===== src/rtl/ulk_pkg.sv =====
package ulk_pkg;

  typedef enum logic [1:0] {
    MODE_OFF    = 2'b00,
    MODE_RAW    = 2'b01,
    MODE_NARROW = 2'b10,
    MODE_WIDE   = 2'b11
  } ulk_mode_e;

  function automatic int unsigned umax(input int unsigned a, input int unsigned b);
    return (a > b) ? a : b;
  endfunction

  // bits needed to hold values 0..v
  function automatic int unsigned bits_for(input int unsigned v);
    return (v < 2) ? 1 : $clog2(v + 1);
  endfunction

endpackage


===== src/rtl/ulk_rst_sync.sv =====
module ulk_rst_sync #(
  parameter int unsigned STAGES = 2
) (
  input  logic clk,
  input  logic rst_n,
  output logic rst_sync_n
);

  logic [STAGES-1:0] stage_q;
  logic [STAGES-1:0] stage_d;

  generate
    for (genvar i = 0; i < STAGES; i++) begin : g_stage
      if (i == 0) begin : g_first
        assign stage_d[i] = 1'b1;
      end else begin : g_next
        assign stage_d[i] = stage_q[i-1];
      end
    end
  endgenerate

  always_ff @(posedge clk or negedge rst_n) begin
    if (!rst_n) stage_q <= '0;
    else        stage_q <= stage_d;
  end

  assign rst_sync_n = stage_q[STAGES-1];

endmodule


===== src/rtl/ulk_limit_sel.sv =====
module ulk_limit_sel #(
  parameter int unsigned THR_NARROW_FAST = 4,
  parameter int unsigned THR_WIDE_FAST   = 8,
  parameter int unsigned THR_NARROW_SLOW = 3,
  parameter int unsigned THR_WIDE_SLOW   = 5,
  parameter int unsigned EXT_FAST        = 10800,
  parameter int unsigned EXT_SLOW        = 6750,
  parameter int unsigned CW              = 4,
  parameter int unsigned TW              = 14
) (
  input  logic          wide_i,
  input  logic          xsel_i,
  output logic [CW-1:0] thr_o,
  output logic [TW-1:0] ext_o
);

  always_comb begin
    unique case ({xsel_i, wide_i})
      2'b00:   thr_o = CW'(THR_NARROW_SLOW);
      2'b01:   thr_o = CW'(THR_WIDE_SLOW);
      2'b10:   thr_o = CW'(THR_NARROW_FAST);
      default: thr_o = CW'(THR_WIDE_FAST);
    endcase
  end

  assign ext_o = xsel_i ? TW'(EXT_FAST) : TW'(EXT_SLOW);

endmodule


===== src/rtl/ulk_width_meter.sv =====
module ulk_width_meter #(
  parameter int unsigned CW = 4
) (
  input  logic          clk,
  input  logic          rst_n,
  input  logic          en_i,
  input  logic          err_i,
  input  logic [CW-1:0] thr_i,
  output logic          over_o
);

  localparam logic [CW-1:0] CNT_SAT = '1;

  logic [CW-1:0] cnt_q;
  logic [CW-1:0] cnt_d;

  // run length of the error pulse, saturating, zero between pulses
  always_comb begin
    cnt_d = cnt_q;
    if (!en_i || !err_i) begin
      cnt_d = '0;
    end else if (cnt_q != CNT_SAT) begin
      cnt_d = cnt_q + 1'b1;
    end
  end

  always_ff @(posedge clk or negedge rst_n) begin
    if (!rst_n) cnt_q <= '0;
    else        cnt_q <= cnt_d;
  end

  // this sample is past the limit when thr samples are already counted
  assign over_o = en_i && err_i && (cnt_q >= thr_i);

endmodule


===== src/rtl/ulk_stretch.sv =====
module ulk_stretch #(
  parameter int unsigned TW = 14
) (
  input  logic          clk,
  input  logic          rst_n,
  input  logic          en_i,
  input  logic          trig_i,
  input  logic [TW-1:0] len_i,
  output logic          hold_o
);

  logic [TW-1:0] tmr_q;
  logic [TW-1:0] tmr_d;
  logic          tmr_run;

  assign tmr_run = (tmr_q != '0);

  always_comb begin
    tmr_d = tmr_q;
    if (!en_i) begin
      tmr_d = '0;
    end else if (trig_i) begin
      tmr_d = len_i;
    end else if (tmr_run) begin
      tmr_d = tmr_q - 1'b1;
    end
  end

  always_ff @(posedge clk or negedge rst_n) begin
    if (!rst_n) tmr_q <= '0;
    else        tmr_q <= tmr_d;
  end

  assign hold_o = tmr_run;

endmodule


===== src/rtl/ulk_unlock_det.sv =====
module ulk_unlock_det
  import ulk_pkg::*;
#(
  parameter int unsigned THR_NARROW_FAST = 4,
  parameter int unsigned THR_WIDE_FAST   = 8,
  parameter int unsigned THR_NARROW_SLOW = 3,
  parameter int unsigned THR_WIDE_SLOW   = 5,
  parameter int unsigned EXT_FAST        = 10800,
  parameter int unsigned EXT_SLOW        = 6750,
  parameter int unsigned SYNC_STAGES     = 2
) (
  input  logic       clk,
  input  logic       rst_n,
  input  logic       up_i,
  input  logic       dn_i,
  input  logic [1:0] mode_i,
  input  logic       xsel_i,
  output logic       unlock_n_o
);

  localparam int unsigned THR_MAX = umax(umax(THR_NARROW_FAST, THR_WIDE_FAST),
                                         umax(THR_NARROW_SLOW, THR_WIDE_SLOW));
  localparam int unsigned CW      = bits_for(THR_MAX + 1);
  localparam int unsigned EXT_MAX = umax(EXT_FAST, EXT_SLOW);
  localparam int unsigned TW      = bits_for(EXT_MAX);

  ulk_mode_e     mode;
  logic          rst_core_n;
  logic          err_raw;
  logic          det_active;
  logic [CW-1:0] thr_sel;
  logic [TW-1:0] ext_sel;
  logic          over_evt;
  logic          hold;
  logic          err_q;
  logic          err_d;

  assign mode       = ulk_mode_e'(mode_i);
  assign err_raw    = up_i | dn_i;
  assign det_active = (mode == MODE_NARROW) || (mode == MODE_WIDE);

  ulk_rst_sync #(
    .STAGES(SYNC_STAGES)
  ) u_rst (
    .clk       (clk),
    .rst_n     (rst_n),
    .rst_sync_n(rst_core_n)
  );

  ulk_limit_sel #(
    .THR_NARROW_FAST(THR_NARROW_FAST),
    .THR_WIDE_FAST  (THR_WIDE_FAST),
    .THR_NARROW_SLOW(THR_NARROW_SLOW),
    .THR_WIDE_SLOW  (THR_WIDE_SLOW),
    .EXT_FAST       (EXT_FAST),
    .EXT_SLOW       (EXT_SLOW),
    .CW             (CW),
    .TW             (TW)
  ) u_sel (
    .wide_i(mode == MODE_WIDE),
    .xsel_i(xsel_i),
    .thr_o (thr_sel),
    .ext_o (ext_sel)
  );

  ulk_width_meter #(
    .CW(CW)
  ) u_meter (
    .clk   (clk),
    .rst_n (rst_core_n),
    .en_i  (det_active),
    .err_i (err_raw),
    .thr_i (thr_sel),
    .over_o(over_evt)
  );

  ulk_stretch #(
    .TW(TW)
  ) u_stretch (
    .clk   (clk),
    .rst_n (rst_core_n),
    .en_i  (det_active),
    .trig_i(over_evt),
    .len_i (ext_sel),
    .hold_o(hold)
  );

  // registered copy of the raw error for the pass-through mode
  assign err_d = err_raw;

  always_ff @(posedge clk or negedge rst_core_n) begin
    if (!rst_core_n) err_q <= 1'b0;
    else             err_q <= err_d;
  end

  always_comb begin
    unique case (mode)
      MODE_OFF: unlock_n_o = 1'b1;
      MODE_RAW: unlock_n_o = ~err_q;
      default:  unlock_n_o = ~hold;
    endcase
  end

endmodule


===== config.mk =====
export PLATFORM = sky130hd
export DESIGN_NAME = ulk_unlock_det
export DESIGN_NICKNAME = d
export VERILOG_FILES = /design/src/rtl/ulk_pkg.sv /design/src/rtl/ulk_rst_sync.sv /design/src/rtl/ulk_limit_sel.sv /design/src/rtl/ulk_width_meter.sv /design/src/rtl/ulk_stretch.sv /design/src/rtl/ulk_unlock_det.sv
export SDC_FILE = /design/constraint.sdc
export NUM_CORES = 1
export LEC_CHECK = 0
export ABC_AREA = 1
export BUFFER_PORTS_ARGS = -buffer_cell sky130_fd_sc_hd__buf_4
export CORE_ASPECT_RATIO = 0.75
export CORE_MARGIN = 5
export CORE_UTILIZATION = 50
export DETAILED_ROUTE_END_ITERATION = 8
export HOLD_SLACK_MARGIN = 0.1
export PLACE_DENSITY = 0.7
export SYNTH_ARGS = -nofsm -noshare
export SYNTH_HDL_FRONTEND = slang
export SYNTH_SLANG_ARGS = --single-unit
export TNS_END_PERCENT = 20

===== constraint.sdc =====
create_clock -name clk -period 1.3 [get_ports clk]
set_input_delay 0.26 -clock clk [delete_from_list [all_inputs] [get_ports clk]]
set_output_delay 0.26 -clock clk [all_outputs]
set_load 0.02 [all_outputs]

=== Word level (Yosys, flattened, before mapping) ===
Index checks and enable logic that the tools add are counted.

* Bits in registers: 21
* Output and inout bits: 1

* $add $sub $neg: 2
* Order comparisons: 1
* Equality and inequality tests: 7
* Muxes and demuxes: 8
* Bitwise logic cells: 3
* Reduce and logical (&&, ||, !) cells: 10

{| class="wikitable"
|+ Operator list
! kind !! number
|-
| $mux W14 || 4
|-
| $reduce_bool A14 Y1 || 1
|-
| $sub A14 B1 Y14 const B || 1
|-
| $pmux W4 S3 || 1
|-
| $mux W4 || 2
|-
| $eq A2 B2 Y1 const B || 3
|-
| $add A4 B1 Y4 const B || 1
|-
| $eq A2 B1 Y1 const B || 2
|-
| $ge A4 B4 Y1 || 1
|-
| $logic_not A2 Y1 || 2
|-
| $ne A4 B4 Y1 const B || 1
|-
| $ne A3 B3 Y1 const B || 1
|-
| $logic_and A1 B1 Y1 || 2
|-
| $logic_not A1 Y1 || 2
|-
| $logic_or A1 B1 Y1 || 2
|-
| $not A1 Y1 || 2
|-
| $pmux W1 S2 || 1
|-
| $reduce_bool A2 Y1 || 1
|-
| $or A1 B1 Y1 || 1
|}

=== Depth between registers and ports, before layout ===
Gate-level depths: netlist of run 1.

* Depth in word-level cells: 7
* Mapped depth: 13
* Mapped depth without buffers: 12

=== Modules after synthesis ===
Synthesis of run 1 repeated with hierarchy kept, for this count alone.

* Cells, all modules: 228
* Area, all modules: 1601.5 µm²

{| class="wikitable"
|+ By module, submodules not included
! module !! instances !! cells each !! area each (µm²)
|-
| ulk_stretch || 1 || 148 || 992.2
|-
| ulk_width_meter || 1 || 44 || 324.1
|-
| ulk_limit_sel || 1 || 23 || 170.2
|-
| ulk_unlock_det || 1 || 10 || 61.3
|-
| ulk_rst_sync || 1 || 3 || 53.8
|}

=== Worst setup path before layout of run 1 ===
No wires, ideal clock.

* Kind: in2reg
* Start point: input xsel_i
* End point: register u_stretch.tmr_q[3]
* Setup time: 0.115 ns
* Arrival: 1.506 ns
* Slack: -0.321 ns
* Stages: 13
* Path through: inv_1 ha_1 inv_1 ha_1 nand2_1 inv_1 nand3_1 nand3_2 nand2_8 buf_8 nand2_1 nand2_1 nor2_1

* Word-level cells in the longest chain between the ends: 6
* Elaborated cells between the ends (all ways): 10
* Classes of those cells: order compare: 1; eq/ne: 3; mux: 4; reduce/logical: 2

{| class="wikitable"
|+ RTL lines
! what !! RTL line !! text
|-
| start, declared || ulk_unlock_det.sv:17 || <nowiki>input logic xsel_i,</nowiki>
|-
| $eq A2 B2 Y1 (tied with other cells) || ulk_limit_sel.sv:18 || <nowiki>unique case ({xsel_i, wide_i})</nowiki>
|-
| $pmux W4 S3 || ulk_limit_sel.sv:18 ||
|-
| $ge A4 B4 Y1 || ulk_width_meter.sv:33 || <nowiki>assign over_o = en_i && err_i && (cnt_q >= thr_i);</nowiki>
|-
| $logic_and A1 B1 Y1 || ulk_width_meter.sv:33 ||
|-
| $mux W14 || ulk_stretch.sv:22 || <nowiki>end else if (trig_i) begin</nowiki>
|-
| $mux W14 || ulk_stretch.sv:20 || <nowiki>if (!en_i) begin</nowiki>
|-
| end signal, assigned || ulk_stretch.sv:31 || <nowiki>else tmr_q <= tmr_d;</nowiki>
|-
| end, declared || ulk_stretch.sv:12 || <nowiki>logic [TW-1:0] tmr_q;</nowiki>
|}

Several ways; a longest one is shown, not always the timed one.
A chain may end at the register's enable or synchronous reset.

=== Worst setup path after layout of run 1 ===
* Start point: register u_stretch.tmr_q[7]
* End point: output unlock_n_o

* Word-level cells in the longest chain between the ends: 3

{| class="wikitable"
|+ RTL lines
! what !! RTL line !! text
|-
| $reduce_bool A14 Y1 || ulk_stretch.sv:16 || <nowiki>assign tmr_run = (tmr_q != '0);</nowiki>
|-
| $not A1 Y1 || ulk_unlock_det.sv:100 || <nowiki>default: unlock_n_o = ~hold;</nowiki>
|-
| $pmux W1 S2 || ulk_unlock_det.sv:97 || <nowiki>unique case (mode)</nowiki>
|-
| end, declared || ulk_unlock_det.sv:18 || <nowiki>output logic unlock_n_o</nowiki>
|}

Every way passes these cells.

==> results of run 1 <==
==> worst paths after layout <==
check / slack, ns / endpoint / depth (start not counted)
setup reg to reg: -0.31 / u_stretch.tmr_q[5]$_DFFE_PN0P_ / 9
min in group asynchronous: 0.23 / u_stretch.tmr_q[13]$_DFFE_PN0P_ / 1
setup / recovery: -0.46 / unlock_n_o / 6
hold reg to reg: 0.23 / u_stretch.tmr_q[13]$_DFFE_PN0P_ / 1
max in group asynchronous: 0.84 / u_stretch.tmr_q[6]$_DFFE_PN0P_ / 1
hold / removal: 0.15 / err_q$_DFF_PN0_ / 2
==> logic make-up after synthesis <==
logic type	Yosys count	synth area share [%]
simple gates	103	34.7
buf+inv	28	8.91
other cells	1	0.281
fa+ha+maj	8	7.50
flops	21	39.4
compound gates	9	3.94
xor+xnor	8	5.25
==> registers in the layout, indices dropped and copies added, names as in the netlist <==
| register | cells |
|---|---|
| err_q | 1 |
| u_meter.cnt_q | 4 |
| u_rst.stage_q | 2 |
| u_stretch.tmr_q | 14 |
==> worst register-to-register path, cell delays in order, from the launching register on <==
cell     delay (ns)
dfrtp_1        0.42
nor2_1         0.16
nand2_1        0.15
nor2_4         0.17
nand2_2        0.08
buf_4          0.14
nand2_1        0.14
nand2_4        0.08
inv_1          0.09
nor2_1         0.06
==> power breakdown <==
part	switching, mW	internal, mW
clock network	0.217	0.120
registers	0.141	0.845
logic	1.44	1.14
==> layer usage <==
metal	global-route usage, %	vias to the layer above	part of all wire, %
li1	-	652	-
met1	22.7	624	40
met2	37.7	47	51
met3	5.32	11	6.2
met4	5.10	0	2.3
met5	0	-	0
==> cells in the final DEF (no fill, tap or decap), types with 5 or more instances in the layout <==
cell type / n
xor2_1: 5
nand2_1: 35
nor2_1: 24
inv_2: 8
inv_1: 17
nand3_2: 6
nand3_1: 9
buf_4: 42
dfrtp_1: 21
nor2_2: 6
nand2_2: 9
==> cell type report <==
cell class,count,area share [%]
clock buffers,4,1.34
inverters,27,5.42
multi-input cells,130,45.4
flip-flops and latches,21,26.8
well taps,36,2.30
repair buffers,46,18.8
==> stage by stage <==
step	power (mW)	worst slack, ns	utilization, %
final	3.90	-0.458	75.9
after detailed placement	3.00	-0.477	65.9
after CTS	3.44	-0.415	70.1
after global routing	4.20	-0.509	75.9
after floorplan	2.22	-0.262	-
after global placement	2.92	-0.440	65.9
==> what timing repair did <==
| item | in CTS | in global routing |
|---|---|---|
| cloned | 1 | 0 |
| hold buffers | 1 | 0 |
| setup endpoints to repair | 15 | 17 |
| pin swaps | 9 | 11 |
| hold endpoints to repair | 2 | 0 |
| resized for setup | 11 | 30 |
| buffers inserted | 3 | 4 |
==> results by group, run 1 <==
Setup path
  • Crit-path most repeated cell: nand2_2
  • Highest-delay cell along the critical path: dfrtp_1
  • Critical Path Start: u_stretch.tmr_q[7]$_DFFE_PN0P_
  • Worst EP arrival: 1.50 ns
  • CP Max Fanout: 3
  • Critical Path Max Stage Delay: roughly 0.42 ns
  • Critical R2R Launch: u_stretch.tmr_q[7]$_DFFE_PN0P_
  • Critical Path RT: 1.04 ns
  • Worst path cell trace: nor2_1 > nand2_1 > nor2_4 > nand2_2 > nand2_2 > buf_6
  • Buf+Inv Stages, Crit Path: 1
  • Nature of the critical path endpoint: output pin
  • Cell family with most CP delay: simple AND/OR/NAND/NOR gates
  • Startpoint type of the worst setup path: register
  • Critical path class: reg2out

Pwr
  • Pleak: 1.04 nW
  • PwrDens: roughly 2000 nW/um^2
  • Peak supply drop: roughly 1.6 mV

Clocking
  • Root buffer cell: clkbuf_4
  • Worst-path clk slew: roughly 0.13 ns
  • CTS H-tree lvls: 1
  • Clk sinks: 21
  • Clk_lat worst skew: around 0.33 ns
  • TritonCTS Buffers: 3
  • CTS tree: done
  • Max Root-Sink Buffers: 2

Placement
  • Routability congestion estimate: around 0.84
  • Dpl cell area: 1700 um^2
  • Detail Placement HPWL: ~2500 um
  • Post-Place Cells: 251
  • Port Buffers: 7

Floorplanning
  • Horiz. Die Dim: 69.6 um
  • IO Count: 8
  • Die Y: 54.7 um
  • Core area: 2580 um^2
  • Die ar.: 3810 um^2
  • Initial Utilization: 51.6%
  • Num rows: 16

Global routing
  • Total GRT Usage: 19.8%
  • Number of global-route vias before repair: 1257
  • Global route total overflow: 0
  • First-pass GRT wire length: 5700 um
  • Initial antenna violation count: 0
  • Largest net degree at the start of global routing: 20

STA
  • Setup violations, final: 15
  • Hold WS: 0.154 ns
  • Fmax achieved: approximately 0.57 GHz
  • Clock skew: between 0.01 and 0.015 ns
  • Pins Over Slew Limit: 0
  • Final min period: 1.76 ns
  • RSZ-0062 raised after global routing: yes
  • TNS Setup: -4.09 ns
  • Final hold vios: 0
  • Final worst-path cycle share: 135%
  • Post-route setup slack: -0.458 ns

Drt
  • Post-route antenna net violation count: 0
  • Iteration-0 DRC Markers: 66
  • Drt pass-1 iters: 4
  • WL final: ~3900 um
  • Post-route DRC: 0
  • Average wire per standard cell: 14.8 um
  • Detailed-route via count: ~1300
  • Vias per std cell: between 5 and 6

Synthesis
  • Biggest area consumer among synthesized cells: dfrtp_1
  • Top FF cell, synth: dfrtp_1
  • Top cells by count, synth: 44 x nand2_1, 30 x nor2_1, 25 x inv_1, 21 x dfrtp_1, 15 x nand3_1
  • Number of enable flip-flop cells after synthesis: 0
  • Sequential area share after synthesis: between 30% and 40%
  • Synthesized cell area: 1330 um^2
  • Most frequent cell after synthesis: nand2_1
  • Post-Syn Area per Cell: roughly 7.5 um^2
  • Unique masters post-synth: 26
  • Mapped Nets: 193
  • Yosys reg bits: 21
  • Cells after Synth: 178
  • Synth top area share: ~39%
  • Largest cells by area after synthesis: dfrtp_1 39%, nand2_1 12%, nor2_1 8.4%
  • Asr flop ratio synth: 100%
  • Yosys warnings: 0

Cells and area
  • Final Cell Area: just under 2000 um^2
  • Final nets: 244
  • Non-Filler Instances: ~260
  • Layout cell share with drive strength beyond 1: 43.9%
  • Area Overhead vs Synth: 47.0%
  • Sequential Area: between 500 and 600 um^2
  • Filler Cell Count: 162
  • # diodes: 0
  • Multi-input logic area: 890 um^2

Worst hold path
  • Hold path startpoint: up_i
  • Worst min-delay path class: in2reg

Status
  • Status: finished, violations left
  • Violated checks: setup timing

Flow run
  • Total of max-cap violations: 0
No activity file was read; power rests on OpenSTA's default activity.
==> run 2: changes to the inputs <==
- PLACE_DENSITY: 0.7 -> 0.69
- SKIP_CTS_REPAIR_TIMING: unset -> 1
- SYNTH_HIERARCHICAL: unset -> 1
==> results by group, run 2 <==
Cells and area
  • Final Cell Area: 2090 um^2 (was 1960 um^2)
  • Most common cell after layout, fill and taps aside: buf_4 (unchanged)
  • # diodes: 0 (unchanged)
  • Most flops, register: u_stretch/tmr_q (was u_stretch.tmr_q)
  • Largest register FFs: 14 (unchanged)
  • Sequential Area: 526 um^2 (unchanged)
  • Filler Cell Count: 254 (was 162)
  • Multi-input logic area: 937 um^2 (was 890 um^2)
  • Non-Filler Instances: 312 (was 264)
  • Layout cell share with drive strength beyond 1: 32.5% (was 43.9%)
  • Largest registers: u_stretch/tmr_q: 14 flops, u_meter/cnt_q: 4 flops, u_rst/stage_q: 2 flops (was u_stretch.tmr_q: 14 flops, u_meter.cnt_q: 4 flops, u_rst.stage_q: 2 flops)
  • Final nets: 292 (was 244)
  • Area Overhead vs Synth: 30.4% (was 47.0%)
  • Commonest non-fill, non-tap cells in the layout: 50 x buf_4, 41 x nand2_1, 31 x nor2_1 (was 42 x buf_4, 35 x nand2_1, 24 x nor2_1)

Synthesis
  • Biggest area consumer among synthesized cells: dfrtp_1 (unchanged)
  • Yosys warnings: 6 (was 0)
  • Sequential area share after synthesis: 32.8% (was 39.4%)
  • Asr flop ratio synth: 100% (unchanged)
  • Top cells by count, synth: 45 x nand2_1, 33 x nor2_1, 30 x inv_1, 24 x nand3_1, 21 x dfrtp_1 (was 44 x nand2_1, 30 x nor2_1, 25 x inv_1, 21 x dfrtp_1, 15 x nand3_1)
  • Unique masters post-synth: 28 (was 26)
  • Cells after Synth: 228 (was 178)
  • Most frequent cell after synthesis: nand2_1 (unchanged)
  • Number of enable flip-flop cells after synthesis: 0 (unchanged)
  • Post-Syn Area per Cell: 7.02 um^2 (was 7.49 um^2)
  • Largest cells by area after synthesis: dfrtp_1 33%, nand2_1 11%, ha_1 7.8% (was dfrtp_1 39%, nand2_1 12%, nor2_1 8.4%)
  • Synth top area share: 32.8% (was 39.4%)
  • Yosys reg bits: 21 (unchanged)
  • Synthesized cell area: 1600 um^2 (was 1330 um^2)
  • Top FF cell, synth: dfrtp_1 (unchanged)

Setup path
  • Cell family with most CP delay: simple AND/OR/NAND/NOR gates (unchanged)
  • Buf+Inv Stages, Crit Path: 3 (was 1)
  • Critical Path RT: 1.04 ns (about the same)
  • Worst path cell trace: inv_2 > ha_4 > nand2_2 > nor2_2 > nand2_1 > nor2_2 > nand3_1 > nand2_1 > inv_1 > nor2_1 > buf_4 (was nor2_1 > nand2_1 > nor2_4 > nand2_2 > nand2_2 > buf_6)
  • Startpoint type of the worst setup path: register (unchanged)
  • Highest-delay cell along the critical path: dfrtp_1 (unchanged)
  • Worst EP arrival: 1.67 ns (was 1.50 ns)
  • CP Max Fanout: 2 (was 3)
  • Critical Path Max Stage Delay: 0.40 ns (was 0.42 ns)
  • Nature of the critical path endpoint: output pin (unchanged)
  • Critical path class: reg2out (unchanged)
  • Reg2Reg Setup Slack: -0.46 ns (was -0.31 ns)

Status
  • Violated checks: setup timing (unchanged)
  • Status: finished, violations left (unchanged)

Clocking
  • Clk sinks: 21 (unchanged)
  • Clk_lat worst skew: 0.27 ns (was 0.33 ns)
  • Max Root-Sink Buffers: 2 (unchanged)
  • CTS tree: done (unchanged)
  • Root buffer cell: clkbuf_8 (was clkbuf_4)
  • Worst-path clk slew: 0.08 ns (was 0.13 ns)
  • TritonCTS Buffers: 3 (unchanged)
  • CTS H-tree lvls: 1 (unchanged)

Placement
  • Port Buffers: 7 (unchanged)
  • Post-Place Cells: 299 (was 251)
  • Dpl cell area: 1930 um^2 (was 1700 um^2)
  • Detail Placement HPWL: 2720 um (was 2510 um)
  • Routability congestion estimate: 0.855 (was 0.841)
  • Place WS: -0.817 ns (was -0.477 ns)

Pwr
  • Pleak: 1.11 nW (was 1.04 nW)
  • Total power: 4.32 mW (was 3.90 mW)
  • PwrDens: 2070 nW/um^2 (was 1990 nW/um^2)
  • Peak supply drop: 1.37 mV (was 1.61 mV)
  • Clock power frac: 10.3% (was 8.6%)
  • Comb power frac: 66.2% (was 66.1%)
  • Int Pwr: 2.41 mW (was 2.10 mW)
  • NetSw: 1.91 mW (was 1.80 mW)
  • Switching share of total power: 44.2% (was 46.1%)
  • Sequential Power Share: 23.6% (was 25.3%)

Drt
  • Post-route DRC: 0 (unchanged)
  • Vias per std cell: 4.79 (was 5.05)
  • Post-route antenna net violation count: 0 (unchanged)
  • Iteration-0 DRC Markers: 102 (was 66)
  • Drt pass-1 iters: 5 (was 4)
  • WL final: 3540 um (was 3910 um)
  • Detailed-route via count: 1493 (was 1334)
  • Average wire per standard cell: 11.3 um (was 14.8 um)

STA
  • Setup violations, final: 15 (unchanged)
  • Final min period: 1.93 ns (was 1.76 ns)
  • Post-route setup slack: -0.630 ns (was -0.458 ns)
  • Pins Over Slew Limit: 0 (unchanged)
  • RSZ-0062 raised after global routing: yes (unchanged)
  • Clock skew: 0.00804 ns (was 0.0121 ns)
  • Hold WS: 0.161 ns (was 0.154 ns)
  • Final worst-path cycle share: 148% (was 135%)
  • Fmax achieved: 0.518 GHz (was 0.569 GHz)
  • Final hold vios: 0 (unchanged)

Floorplanning
  • Core area: 3000 um^2 (was 2580 um^2)
  • Horiz. Die Dim: 75.4 um (was 69.6 um)
  • Die Y: 59.0 um (was 54.7 um)
  • Initial Utilization: 53.4% (was 51.6%)
  • Num rows: 17 (was 16)
  • Die ar.: 4450 um^2 (was 3810 um^2)
  • IO Count: 8 (unchanged)

Global routing
  • Largest net degree at the start of global routing: 17 (was 20)
  • Number of global-route vias before repair: 1319 (was 1257)
  • Global route total overflow: 0 (unchanged)
  • First-pass GRT wire length: 5890 um (was 5700 um)
  • Total GRT Usage: 17.5% (was 19.8%)
  • Initial antenna violation count: 0 (unchanged)

Worst hold path
  • Worst min-delay path class: reg2async (was in2reg)

Flow run
  • Total of max-cap violations: 0 (unchanged)
-- run 2: cell types whose count changed in the layout (fill, tap and decap cells not counted), sizes merged, moves of 5 or more --
cell   previous run  this run
o21ai             5        12
conb              1         8
nand3            16        26
nor2             34        39
buf              45        52
-- run 2: power groups by stage --
stage	clock, mW	combinational [mW]	sequential, mW
2_1_floorplan	0	1.67	1.05
3_3_place_gp	0	2.62	1.01
3_5_place_dp	0	2.66	1.02
4_1_cts	0.464	2.67	1.01
5_1_grt	0.495	3.22	1.05
6_report	0.444	2.86	1.02
-- run 2: worst paths after layout --
check / cells past startpoint / endpoint / start
min in group clk: 3 / err_q$_DFF_PN0_ / up_i
min reg2reg: 0 / u_stretch/tmr_q[8]$_DFFE_PN0P_ / u_rst/stage_q[1]$_DFF_PN0_
max: 11 / unlock_n_o / u_stretch/tmr_q[0]$_DFFE_PN0P_
min: 0 / u_stretch/tmr_q[8]$_DFFE_PN0P_ / u_rst/stage_q[1]$_DFF_PN0_
max reg2reg: 9 / u_stretch/tmr_q[13]$_DFFE_PN0P_ / u_meter/cnt_q[3]$_DFFE_PN0P_
max in group asynchronous: 1 / u_stretch/tmr_q[13]$_DFFE_PN0P_ / u_rst/stage_q[1]$_DFF_PN0_
-- run 2: cell type report --
type / instances / area share, %
multi-input combinational: 164 / 44.9
sequential: 21 / 25.2
timing repair buffer: 53 / 19.2
inverter: 32 / 6.29
tap: 38 / 2.28
clock buffer: 4 / 2.16
-- run 2: kinds of logic after synthesis --
kind of cell / count (synthesis) / synth area share, %
buffers and inverters: 48 / 14.4
adder cells (fa/ha/maj): 10 / 7.81
XOR/XNOR: 3 / 1.64
AO/OA/AOI/OAI: 19 / 6.25
other: 3 / 0.703
AND/OR/NAND/NOR: 122 / 35.2
multiplexers: 2 / 1.25
flip-flops: 21 / 32.8
-- run 2: through the flow --
step                TNS [ns]  util [%]
global placement      -10.62      64.3
floorplan              -6.96         -
global route           -9.51      69.6
CTS                    -7.27      65.8
detailed placement    -10.81      64.3
finish                 -7.66      69.6
-- run 2: routing by layer --
layer,global-route usage [%],part of all wire [%],vias to the layer above
met4,4.99,0.62,0
met2,24.1,40,34
met5,0,0,-
met1,26.6,54,662
li1,-,-,795
met3,4.41,5.5,2
